--- src/rtl/snooze_seq.sv ---
module snooze_seq #(
  parameter int ENTRY_CYC = 8,
  parameter int EXIT_CYC  = 8,
  parameter int LOCK_CYC  = 8,
  parameter int STB_W     = 2,
  parameter int CTL_W     = 6,
  parameter int DW        = 32
) (
  input  logic             clk,
  input  logic             rst_n,
  input  logic             sleep_req,
  input  logic [STB_W-1:0] stb_in,
  input  logic [CTL_W-1:0] ctl_in,
  input  logic             rd_en,
  input  logic [DW-1:0]    rd_data,
  output logic [STB_W-1:0] stb_out,
  output logic [CTL_W-1:0] ctl_out,
  output logic             dq_oe,
  output logic [DW-1:0]    dq_o,
  output logic             asleep,
  output logic             access_ok
);
  localparam int MAXC = (ENTRY_CYC > EXIT_CYC) ?
                        ((ENTRY_CYC > LOCK_CYC) ? ENTRY_CYC : LOCK_CYC) :
                        ((EXIT_CYC > LOCK_CYC) ? EXIT_CYC : LOCK_CYC);
  localparam int CW = $clog2(MAXC + 1);
  localparam logic [CW-1:0] ENTRY_LAST = CW'(ENTRY_CYC - 1);
  localparam logic [CW-1:0] EXIT_LAST  = CW'(EXIT_CYC - 1);
  localparam logic [CW-1:0] LOCK_LAST  = CW'(LOCK_CYC);

  typedef enum logic [2:0] {S_RUN, S_DOZE, S_SLEEP, S_WAKE, S_HOLD} st_t;

  st_t           st;
  logic [CW-1:0] cnt;

  always_ff @(posedge clk) begin
    if (!rst_n) begin
      st  <= S_RUN;
      cnt <= '0;
    end else begin
      case (st)
        S_RUN:
          if (sleep_req) begin
            st  <= S_DOZE;
            cnt <= CW'(1);
          end
        S_DOZE:
          if (!sleep_req)             st <= S_RUN;
          else if (cnt == ENTRY_LAST) st <= S_SLEEP;
          else                        cnt <= cnt + 1'b1;
        S_SLEEP:
          if (!sleep_req) begin
            st  <= S_WAKE;
            cnt <= CW'(1);
          end
        S_WAKE:
          if (sleep_req) st <= S_SLEEP;
          else if (cnt == EXIT_LAST) begin
            st  <= S_HOLD;
            cnt <= CW'(1);
          end else cnt <= cnt + 1'b1;
        S_HOLD:
          if (cnt == LOCK_LAST) st <= S_RUN;
          else                  cnt <= cnt + 1'b1;
        default: st <= S_RUN;
      endcase
    end
  end

  assign asleep    = (st == S_SLEEP) || (st == S_WAKE);
  assign access_ok = (st == S_RUN) || (st == S_DOZE);
  assign stb_out   = access_ok ? stb_in : '0;
  assign ctl_out   = asleep ? '0 : ctl_in;
  assign dq_oe     = rd_en && !asleep;
  assign dq_o      = dq_oe ? rd_data : '0;
endmodule


--- config.mk ---
export PLATFORM = sky130hd
export DESIGN_NAME = snooze_seq
export DESIGN_NICKNAME = d
export VERILOG_FILES = /design/src/rtl/snooze_seq.sv
export SDC_FILE = /design/constraint.sdc
export NUM_CORES = 1
export LEC_CHECK = 0
export BUFFER_PORTS_ARGS = -buffer_cell sky130_fd_sc_hd__buf_2
export CORE_ASPECT_RATIO = 1.1
export CORE_UTILIZATION = 30
export CTS_BUF_LIST = sky130_fd_sc_hd__clkbuf_4 sky130_fd_sc_hd__clkbuf_8
export DETAILED_ROUTE_END_ITERATION = 10
export GPL_ROUTABILITY_DRIVEN = 0
export GPL_TIMING_DRIVEN = 1
export PLACE_DENSITY = 0.81
export SYNTH_ARGS = -nofsm -noshare
export SYNTH_HDL_FRONTEND = slang
export SYNTH_SLANG_ARGS = --single-unit
--- constraint.sdc ---
create_clock -name clk -period 1.45 [get_ports clk]
set_input_delay 0.145 -clock clk [delete_from_list [all_inputs] [get_ports clk]]
set_output_delay 0.145 -clock clk [all_outputs]
set_load 0.005 [all_outputs]
==> run_results.csv, run 1 <==
group,metric,value,unit
run_status,status,"finished with violations",
run_status,violations,"setup timing",
clock_network,cts-root-buf,"clkbuf_4",
critical_path,startpoint_type,"flop",
logic_synthesis,synth_seq_cells,7,
timing,post-route-period-util,1.15,
timing,hold_viol,0,
logic_synthesis,ys.warnings.count,0,
final_layout,final_cell_mix,"buf_2, buf_6, and3_4",
floorplan,core.rowCount,18,
clock_network,tritoncts,"done",
grt,grt_usage,0.193,
final_layout,fillers,136,
routing,antenna_left,0,
clock_network,hold_buffers,0,
timing,rsz0062_at_grt,"true",
clock_network,cts_max_level,1,
clock_network,path_clk_slew,60,ps
logic_synthesis,syn_area_per_cell,7.41,um^2
logic_synthesis,seq_area_frac_synth,0.193,
floorplan,ios,87,
timing,skew,4.98,ps
timing,finalSetupViolations,34,
clock_network,cts.sink_count,7,
routing,wl,4.52,mm
final_layout,post-route-util,0.806,
timing,fmax,599,MHz
logic_synthesis,syn_inst,98,
timing,min_period,1670,ps
power,p_total,0.000728,W
routing,vias,1286,
grt,antenna_found_initial,0,
critical_path,path_max_fanout,4,
placement,dp_hpwl,1.95,mm
grt,grt_pass1_wl,3.88,mm
clock_network,clk_latency,250,ps
logic_synthesis,ys_types,30,
final_layout,area_delta_synth_final,153,%
critical_path,worstPathRequired,1570,ps
final_layout,layout.cells.non_filler,236,
final_layout,nets,253,
timing,finalSetupTns,-1460,ps
final_layout,drive_gt1_frac,0.767,
floorplan,die_h,53.6,um
logic_synthesis,syn-cell-area,726,um^2
floorplan,die_area,2620,um^2
timing,slew_headroom,0.639,
critical_path,arrival,1790,ps
flow_run,drv_cap,0,
min_path,min_path_type,"in -> reg",
final_layout,final_common_cell,"buf_2",
routing,wire_per_inst,19.2,um
routing,via_per_inst,5.45,
routing,drt_iter0_drc,28,
placement,place_inst,219,
logic_synthesis,synth_nets,144,
final_layout,antenna_cells,0,
routing,first_pass_iters,4,
critical_path,end_kind,"flop",
clock_network,cts_buffers,3,
timing,layout_setup_ws,-219,ps
grt,grt_max_degree,41,
floorplan,start_util,0.319,
timing,slew_viol_final,0,
clock_network,cts_buffer_depth,2,
placement,port_buffers,86,
floorplan,core-area,2270,um^2
grt,grt_pass1_vias,888,
power,p_leak,0.926,nW
floorplan,fp.dieW,48.9,um
routing,drc_errors,0,
critical_path,crit_type,"reg -> reg",
power,power_density,397,nW/um^2
timing,tightest_slew,541,ps
power,irDropWorstVdd,0.000304,V
grt,overflow,0,
flip-flops by register name, indices dropped and copies added, names as in the netlist:
| signal | flops |
|---|---|
| st | 3 |
| cnt | 4 |
metal layers:
layer,track usage,part of all wire,up-vias
li1,-,-,578
met3,0.0282,0.070,24
met4,0.0686,0.066,0
met1,0.225,0.35,595
met2,0.363,0.52,89
met5,0,0,-
cell usage after synthesis (all sizes together):
library cell / n / share of area
or3: 1 / 0.0086
a2111oi: 1 / 0.021
or3b: 1 / 0.012
nand3b: 1 / 0.010
nor2b: 2 / 0.017
dfxtp: 7 / 0.19
o21ai: 2 / 0.014
nor4: 2 / 0.017
or2: 1 / 0.0086
and2b: 1 / 0.010
and2: 9 / 0.078
nand4b: 2 / 0.024
a21oi: 4 / 0.033
and3: 32 / 0.28
nor3b: 1 / 0.026
o2111a: 1 / 0.016
o32ai: 1 / 0.012
nand2: 4 / 0.021
clkbuf: 7 / 0.036
or4b: 1 / 0.014
nand3: 1 / 0.0069
ha: 2 / 0.034
nor2: 1 / 0.0052
a21o: 1 / 0.010
inv: 6 / 0.031
mux2i: 1 / 0.014
nor3: 2 / 0.014
a211oi: 3 / 0.038
critical path, cell delays in order, from the launching register on:
cell,delay (ps)
dfxtp_2,380
inv_1,90
ha_1,200
nand3b_1,150
a21oi_2,100
buf_4,160
nor4_1,380
a2111oi_2,60
worst paths after layout:
kind                  startpoint                  end  slack, ps  depth (start not counted)
max          cnt[0]$_SDFFE_PN0P_  cnt[2]$_SDFFE_PN0P_       -220                          7
min                        rst_n   st[0]$_SDFFE_PN0P_        180                          2
max reg2reg  cnt[0]$_SDFFE_PN0P_  cnt[2]$_SDFFE_PN0P_       -220                          7
min reg2reg  cnt[3]$_SDFFE_PN0P_  cnt[3]$_SDFFE_PN0P_        520                          2
power by group:
group	switching (W)	internal, W	leakage, nW
clock network	0.0000817	0.000124	0.0184
registers	0.00000644	0.000194	0.0598
logic	0.000118	0.000203	0.848
total	0.000207	0.000522	0.926
logic make-up (layout without fill, tap and decap cells):
| group | Yosys count | after routing | synth area share |
|---|---|---|---|
| simple gates | 62 | 62 | 0.548 |
| compound gates | 13 | 13 | 0.143 |
| flops | 7 | 7 | 0.193 |
| fa+ha+maj | 2 | 2 | 0.0345 |
| buf+inv | 13 | 121 | 0.0672 |
| mux | 1 | 1 | 0.0138 |
final cells by class:
cell class,instances,area [um^2],area share
repair buffers,111,868,0.474
multi-input cells,78,716,0.390
flip-flops and latches,7,151,0.0826
well taps,30,37.5,0.0205
clock buffers,4,30.0,0.0164
inverters,6,30.0,0.0164
through the flow:
step           worst slack (ps)  hold WS [ps]  area, um^2
3_5_place_dp               -181           448        1270
5_1_grt                    -279           191        1830
4_1_cts                   -99.3           188        1380
6_report                   -219           182        1830
3_3_place_gp              -83.5           450        1270
2_1_floorplan             -37.1           297         742
repair_timing:
| item | in CTS | in global routing |
|---|---|---|
| buffers inserted | 6 | 4 |
| setup endpoints to repair | 43 | 46 |
| cloned | 0 | 7 |
| gates resized for setup | 9 | 67 |
| pin swaps | 8 | 28 |
Note: power is estimated with default switching activity, not from simulation.
==> run 2: changes to the inputs <==
--- a/config.mk
+++ b/config.mk
@@ -7,12 +7,12 @@
 export LEC_CHECK = 0
 export BUFFER_PORTS_ARGS = -buffer_cell sky130_fd_sc_hd__buf_2
 export CORE_ASPECT_RATIO = 1.1
-export CORE_UTILIZATION = 30
+export CORE_UTILIZATION = 36
 export CTS_BUF_LIST = sky130_fd_sc_hd__clkbuf_4 sky130_fd_sc_hd__clkbuf_8
 export DETAILED_ROUTE_END_ITERATION = 10
 export GPL_ROUTABILITY_DRIVEN = 0
 export GPL_TIMING_DRIVEN = 1
-export PLACE_DENSITY = 0.81
+export PLACE_DENSITY = 0.93
 export SYNTH_ARGS = -nofsm -noshare
 export SYNTH_HDL_FRONTEND = slang
 export SYNTH_SLANG_ARGS = --single-unit
==> constraint.sdc (replaced) <==
create_clock -name clk -period 2.1 [get_ports clk]
set_input_delay 0.21 -clock clk [delete_from_list [all_inputs] [get_ports clk]]
set_output_delay 0.21 -clock clk [all_outputs]
set_load 0.005 [all_outputs]
==> run_results.csv, run 2 (same netlist as run 1, synthesis figures left out) <==
group,metric,value,unit
run_status,status,"complete, no violations",
critical_path,path_cells,"ha_1 -> nand4b_1 -> a211oi_4 -> nor4_1 -> a2111oi_2",
floorplan,ios,87,
timing,finalSetupViolations,0,
final_layout,design_area,1210,um^2
final_layout,drive_gt1_frac,0.527,
grt,grt_pass1_wl,4.12,mm
critical_path,cp_top_family,"compound AO/OA/AOI/OAI gates",
clock_network,tritoncts,"done",
timing,fmax,542,MHz
clock_network,clk_latency,270,ps
routing,drt_iter0_drc,26,
floorplan,start_util,0.394,
power,irDropWorstVdd,0.000226,V
routing,first_pass_iters,4,
grt,grt_pass1_vias,968,
placement,place_ws,285,ps
floorplan,fp.dieW,44.8,um
min_path,min_path_type,"in -> reg",
timing,skew,18.7,ps
timing,hold_viol,0,
timing,rsz0062_at_grt,"false",
critical_path,worstPathRequired,2270,ps
routing,vias,1051,
floorplan,die_area,2200,um^2
critical_path,end_kind,"flop",
final_layout,top_register,"cnt",
grt,antenna_found_initial,0,
flow_run,drv_cap,0,
timing,finalSetupTns,0,ps
placement,place_area,1170,um^2
final_layout,nets,229,
clock_network,cts.sink_count,7,
clock_network,cts-root-buf,"clkbuf_4",
clock_network,cts_max_level,1,
final_layout,antenna_cells,0,
placement,port_buffers,86,
final_layout,regArea,140,um^2
clock_network,path_clk_slew,70,ps
clock_network,cts_buffers,3,
critical_path,crit_slowest_cell,"a211oi_4",
floorplan,core-area,1840,um^2
final_layout,layout.cells.non_filler,209,
timing,min_period,1840,ps
routing,antenna_left,0,
clock_network,cts_resized,0,
routing,via_per_inst,5.03,
final_layout,reg_top3,"cnt (4), st (3)",
clock_network,cts_buffer_depth,2,
timing,post-route-period-util,0.878,
critical_path,startpoint_type,"flop",
timing,layout_setup_ws,256,ps
floorplan,die_h,49.1,um
critical_path,critPathBufInv,0,
critical_path,crit_type,"reg -> reg",
timing,slew_viol_final,0,
final_layout,final_common_cell,"buf_2",
final_layout,largest_reg_flops,4,
clock_network,post_cts_buffers,0,
placement,dp_hpwl,2.11,mm
final_layout,final_cell_mix,"buf_2, and3_1, and2_1",
timing,tightest_slew,381,ps
routing,wl,2.67,mm
floorplan,core.rowCount,16,
placement,place_inst,205,
timing,slew_headroom,0.746,
grt,overflow,0,
grt,grt_max_degree,41,
power,p_leak,0.731,nW
routing,wire_per_inst,12.8,um
clock_network,hold_buffers,0,
final_layout,multiInputGateArea,544,um^2
critical_path,path_max_fanout,7,
critical_path,max_stage_delay,420,ps
critical_path,arrival,2020,ps
routing,drc_errors,0,
power,power_density,340,nW/um^2
final_layout,area_delta_synth_final,66.2,%
final_layout,fillers,176,
grt,grt_usage,0.246,
run 2: cell count changes in the layout (fill, tap and decap cells not counted), sizes merged:
cell	before	now
buf	108	87
clkbuf	7	3
clkinv	0	1
run 2: per-stage QoR:
stage           util  hold WS (ps)  power (W)
3_3_place_gp   0.636           497   0.000275
2_1_floorplan      -           362   0.000198
6_report       0.655           250   0.000410
4_1_cts        0.651           259   0.000406
5_1_grt        0.655           255   0.000436
3_5_place_dp   0.636           516   0.000281
run 2: path summary, 6_finish.rpt:
path	from	to	slack (ps)	cells after the start
max	cnt[1]$_SDFFE_PN0P_	cnt[2]$_SDFFE_PN0P_	260	5
min	rst_n	cnt[3]$_SDFFE_PN0P_	250	3
max reg2reg	cnt[1]$_SDFFE_PN0P_	cnt[2]$_SDFFE_PN0P_	260	5
min reg2reg	cnt[3]$_SDFFE_PN0P_	cnt[3]$_SDFFE_PN0P_	530	2
run 2: area by class of cell:
type                       instances  share of cell area
multi-input combinational         78               0.451
timing repair buffer              87               0.363
sequential                         7               0.116
tap                               27              0.0280
clock buffer                       3              0.0187
inverter                           6              0.0187
clock inverter                     1             0.00415
run 2: routing by layer:
| layer | wire [um] | global-route usage |
|---|---|---|
| met3 | 176 | 0.0519 |
| met4 | 46 | 0.106 |
| met2 | 1450 | 0.478 |
| met1 | 997 | 0.234 |
| met5 | 0 | 0 |
run 2: worst register-to-register path, cell delays in order (launching register included):
cell	delay (ps)
dfxtp_1	380
ha_1	240
nand4b_1	250
a211oi_4	420
nor4_1	130
a2111oi_2	330
run 2: power by group:
group	internal, W	switching, W	total, W
clock network	0.0000700	0.0000611	0.000131
logic	0.0000825	0.0000579	0.000140
registers	0.000136	0.00000291	0.000139
==> run 3: changes to the inputs <==
--- a/config.mk
+++ b/config.mk
@@ -7,12 +7,12 @@
 export LEC_CHECK = 0
 export BUFFER_PORTS_ARGS = -buffer_cell sky130_fd_sc_hd__buf_2
 export CORE_ASPECT_RATIO = 1.1
-export CORE_UTILIZATION = 36
-export CTS_BUF_LIST = sky130_fd_sc_hd__clkbuf_4 sky130_fd_sc_hd__clkbuf_8
+export CORE_UTILIZATION = 35
+export CTS_BUF_LIST = sky130_fd_sc_hd__clkbuf_16
 export DETAILED_ROUTE_END_ITERATION = 10
 export GPL_ROUTABILITY_DRIVEN = 0
 export GPL_TIMING_DRIVEN = 1
-export PLACE_DENSITY = 0.93
+export PLACE_DENSITY = 0.91
 export SYNTH_ARGS = -nofsm -noshare
 export SYNTH_HDL_FRONTEND = slang
 export SYNTH_SLANG_ARGS = --single-unit
==> run_results.csv, run 3 (same netlist as run 1, synthesis figures left out) <==
group,metric,value,unit
final_layout,area_delta_synth_final,72.2,%
clock_network,clk_latency,230,ps
routing,first_pass_iters,4,
final_layout,antenna_cells,0,
final_layout,design_area,1250,um^2
clock_network,tritoncts,"done",
critical_path,cp_top_family,"compound AO/OA/AOI/OAI gates",
clock_network,cts-root-buf,"clkbuf_16",
critical_path,max_stage_delay,450,ps
final_layout,fillers,166,
timing,min_period,1870,ps
critical_path,critPathBufInv,0,
critical_path,path_cells,"ha_1 -> nand4b_1 -> a211oi_2 -> nor4_1 -> a2111oi_2",
routing,drt-met1-wl,947,um
clock_network,cts_resized,0,
final_layout,post-route-util,0.671,
routing,dr_wl_met3,180,um
floorplan,start_util,0.390,
timing,finalSetupViolations,0,
floorplan,fp.dieW,45.4,um
timing,skew,2.51,ps
routing,antenna_left,0,
critical_path,arrival,1990,ps
timing,slew_headroom,0.704,
critical_path,path_max_fanout,7,
placement,dp_hpwl,2.09,mm
routing,wl,2.58,mm
clock_network,cts_buffer_depth,2,
min_path,hold_path_startpoint,"rst_n",
routing,wl_met2,1.39,mm
run_status,status,"complete, no violations",
routing,highest_layer,"met4",
clock_network,post_cts_buffers,0,
grt,grt_usage,0.237,
clock_network,cts_max_level,1,
final_layout,final_cell_mix,"buf_2, and3_1, and2_1",
grt,antenna_found_initial,0,
timing,hold_viol,0,
final_layout,final_common_cell,"buf_2",
critical_path,end_kind,"flop",
timing,slew_viol_final,0,
clock_network,path_clk_slew,40,ps
power,irDropWorstVdd,0.000306,V
routing,drt_iter0_drc,21,
power,p_leak,0.754,nW
critical_path,worstPathRequired,2230,ps
critical_path,crit_type,"reg -> reg",
grt,grt_pass1_vias,921,
routing,drc_errors,0,
final_layout,nets,229,
final_layout,reg_top3,"cnt (4), st (3)",
final_layout,top_register,"cnt",
critical_path,r2r_end,"cnt[2]$_SDFFE_PN0P_",
grt,overflow,0,
power,power_density,479,nW/um^2
critical_path,crit_slowest_cell,"a211oi_2",
timing,rsz0062_at_grt,"false",
grt,grt_max_degree,41,
floorplan,core-area,1860,um^2
floorplan,die_area,2260,um^2
floorplan,core.rowCount,16,
timing,post-route-period-util,0.888,
routing,wire_per_inst,12.4,um
timing,finalSetupTns,0,ps
routing,via_per_inst,5.03,
min_path,min_to,"st[0]$_SDFFE_PN0P_",
final_layout,drive_gt1_frac,0.522,
floorplan,die_h,49.8,um
flow_run,drv_cap,0,
critical_path,startpoint_type,"flop",
critical_path,reg2regPathDepth,5,
critical_path,rrSetupSlack,230,ps
timing,tightest_slew,443,ps
floorplan,ios,87,
final_layout,largest_reg_flops,4,
min_path,hold_depth,2,
min_path,min_path_type,"in -> reg",
clock_network,cts.sink_count,7,
routing,vias,1052,
critical_path,r2r-start,"cnt[1]$_SDFFE_PN0P_",
clock_network,cts_buffers,3,
grt,grt_pass1_wl,3.99,mm
placement,port_buffers,86,
placement,place_area,1170,um^2
timing,fmax,536,MHz
clock_network,hold_buffers,0,
## run 3: changes by cell type in the layout (fill, tap and decap cells not counted), sizes merged
cell,previous run,this run
inv,6,7
clkinv,1,0
## run 3: through the flow
stage / hold slack, ps / cells / power, W / setup slack (ps)
after floorplan: 362 / 98 / 0.000198 / 516
after global placement: 497 / 205 / 0.000275 / 419
after detailed placement: 503 / 205 / 0.000279 / 286
after CTS: 271 / 209 / 0.000602 / 271
after global routing: 294 / 209 / 0.000627 / 81.0
final: 271 / 209 / 0.000598 / 234
## run 3: metal layers
layer	vias to the layer above	track usage
li1	522	-
met1	473	0.227
met2	48	0.440
met3	9	0.0659
met4	0	0.106
met5	-	0
## run 3: final cells by class
type                    instances  area [um^2]  area share
inverters                       6         22.5      0.0180
repair buffers                 87          438       0.350
clock inverters                 1         3.75     0.00300
well taps                      27         33.8      0.0270
flip-flops and latches          7          140       0.112
multi-input cells              78          537       0.429
clock buffers                   3         75.1      0.0601
## run 3: how the worst max path moves through the flow
| stage | start | to | slack [ps] | cells past startpoint |
|---|---|---|---|---|
| 2_1_floorplan | cnt[1]$_SDFFE_PN0P_ | cnt[2]$_SDFFE_PN0P_ | 520 | 5 |
| 3_3_place_gp | cnt[1]$_SDFFE_PN0P_ | cnt[2]$_SDFFE_PN0P_ | 420 | 5 |
| 3_5_place_dp | cnt[1]$_SDFFE_PN0P_ | cnt[2]$_SDFFE_PN0P_ | 290 | 5 |
| 4_1_cts | cnt[1]$_SDFFE_PN0P_ | cnt[2]$_SDFFE_PN0P_ | 270 | 5 |
| 5_1_grt | cnt[1]$_SDFFE_PN0P_ | cnt[2]$_SDFFE_PN0P_ | 80 | 5 |
| 6_report | cnt[1]$_SDFFE_PN0P_ | cnt[2]$_SDFFE_PN0P_ | 230 | 5 |
## run 3: report_power, final
| part | leakage (nW) | total, W | switching (W) | internal [W] |
|---|---|---|---|---|
| registers | 0.0570 | 0.000140 | 0.00000311 | 0.000137 |
| logic | 0.655 | 0.000137 | 0.0000556 | 0.0000817 |
| clock network | 0.0423 | 0.000321 | 0.0000733 | 0.000248 |
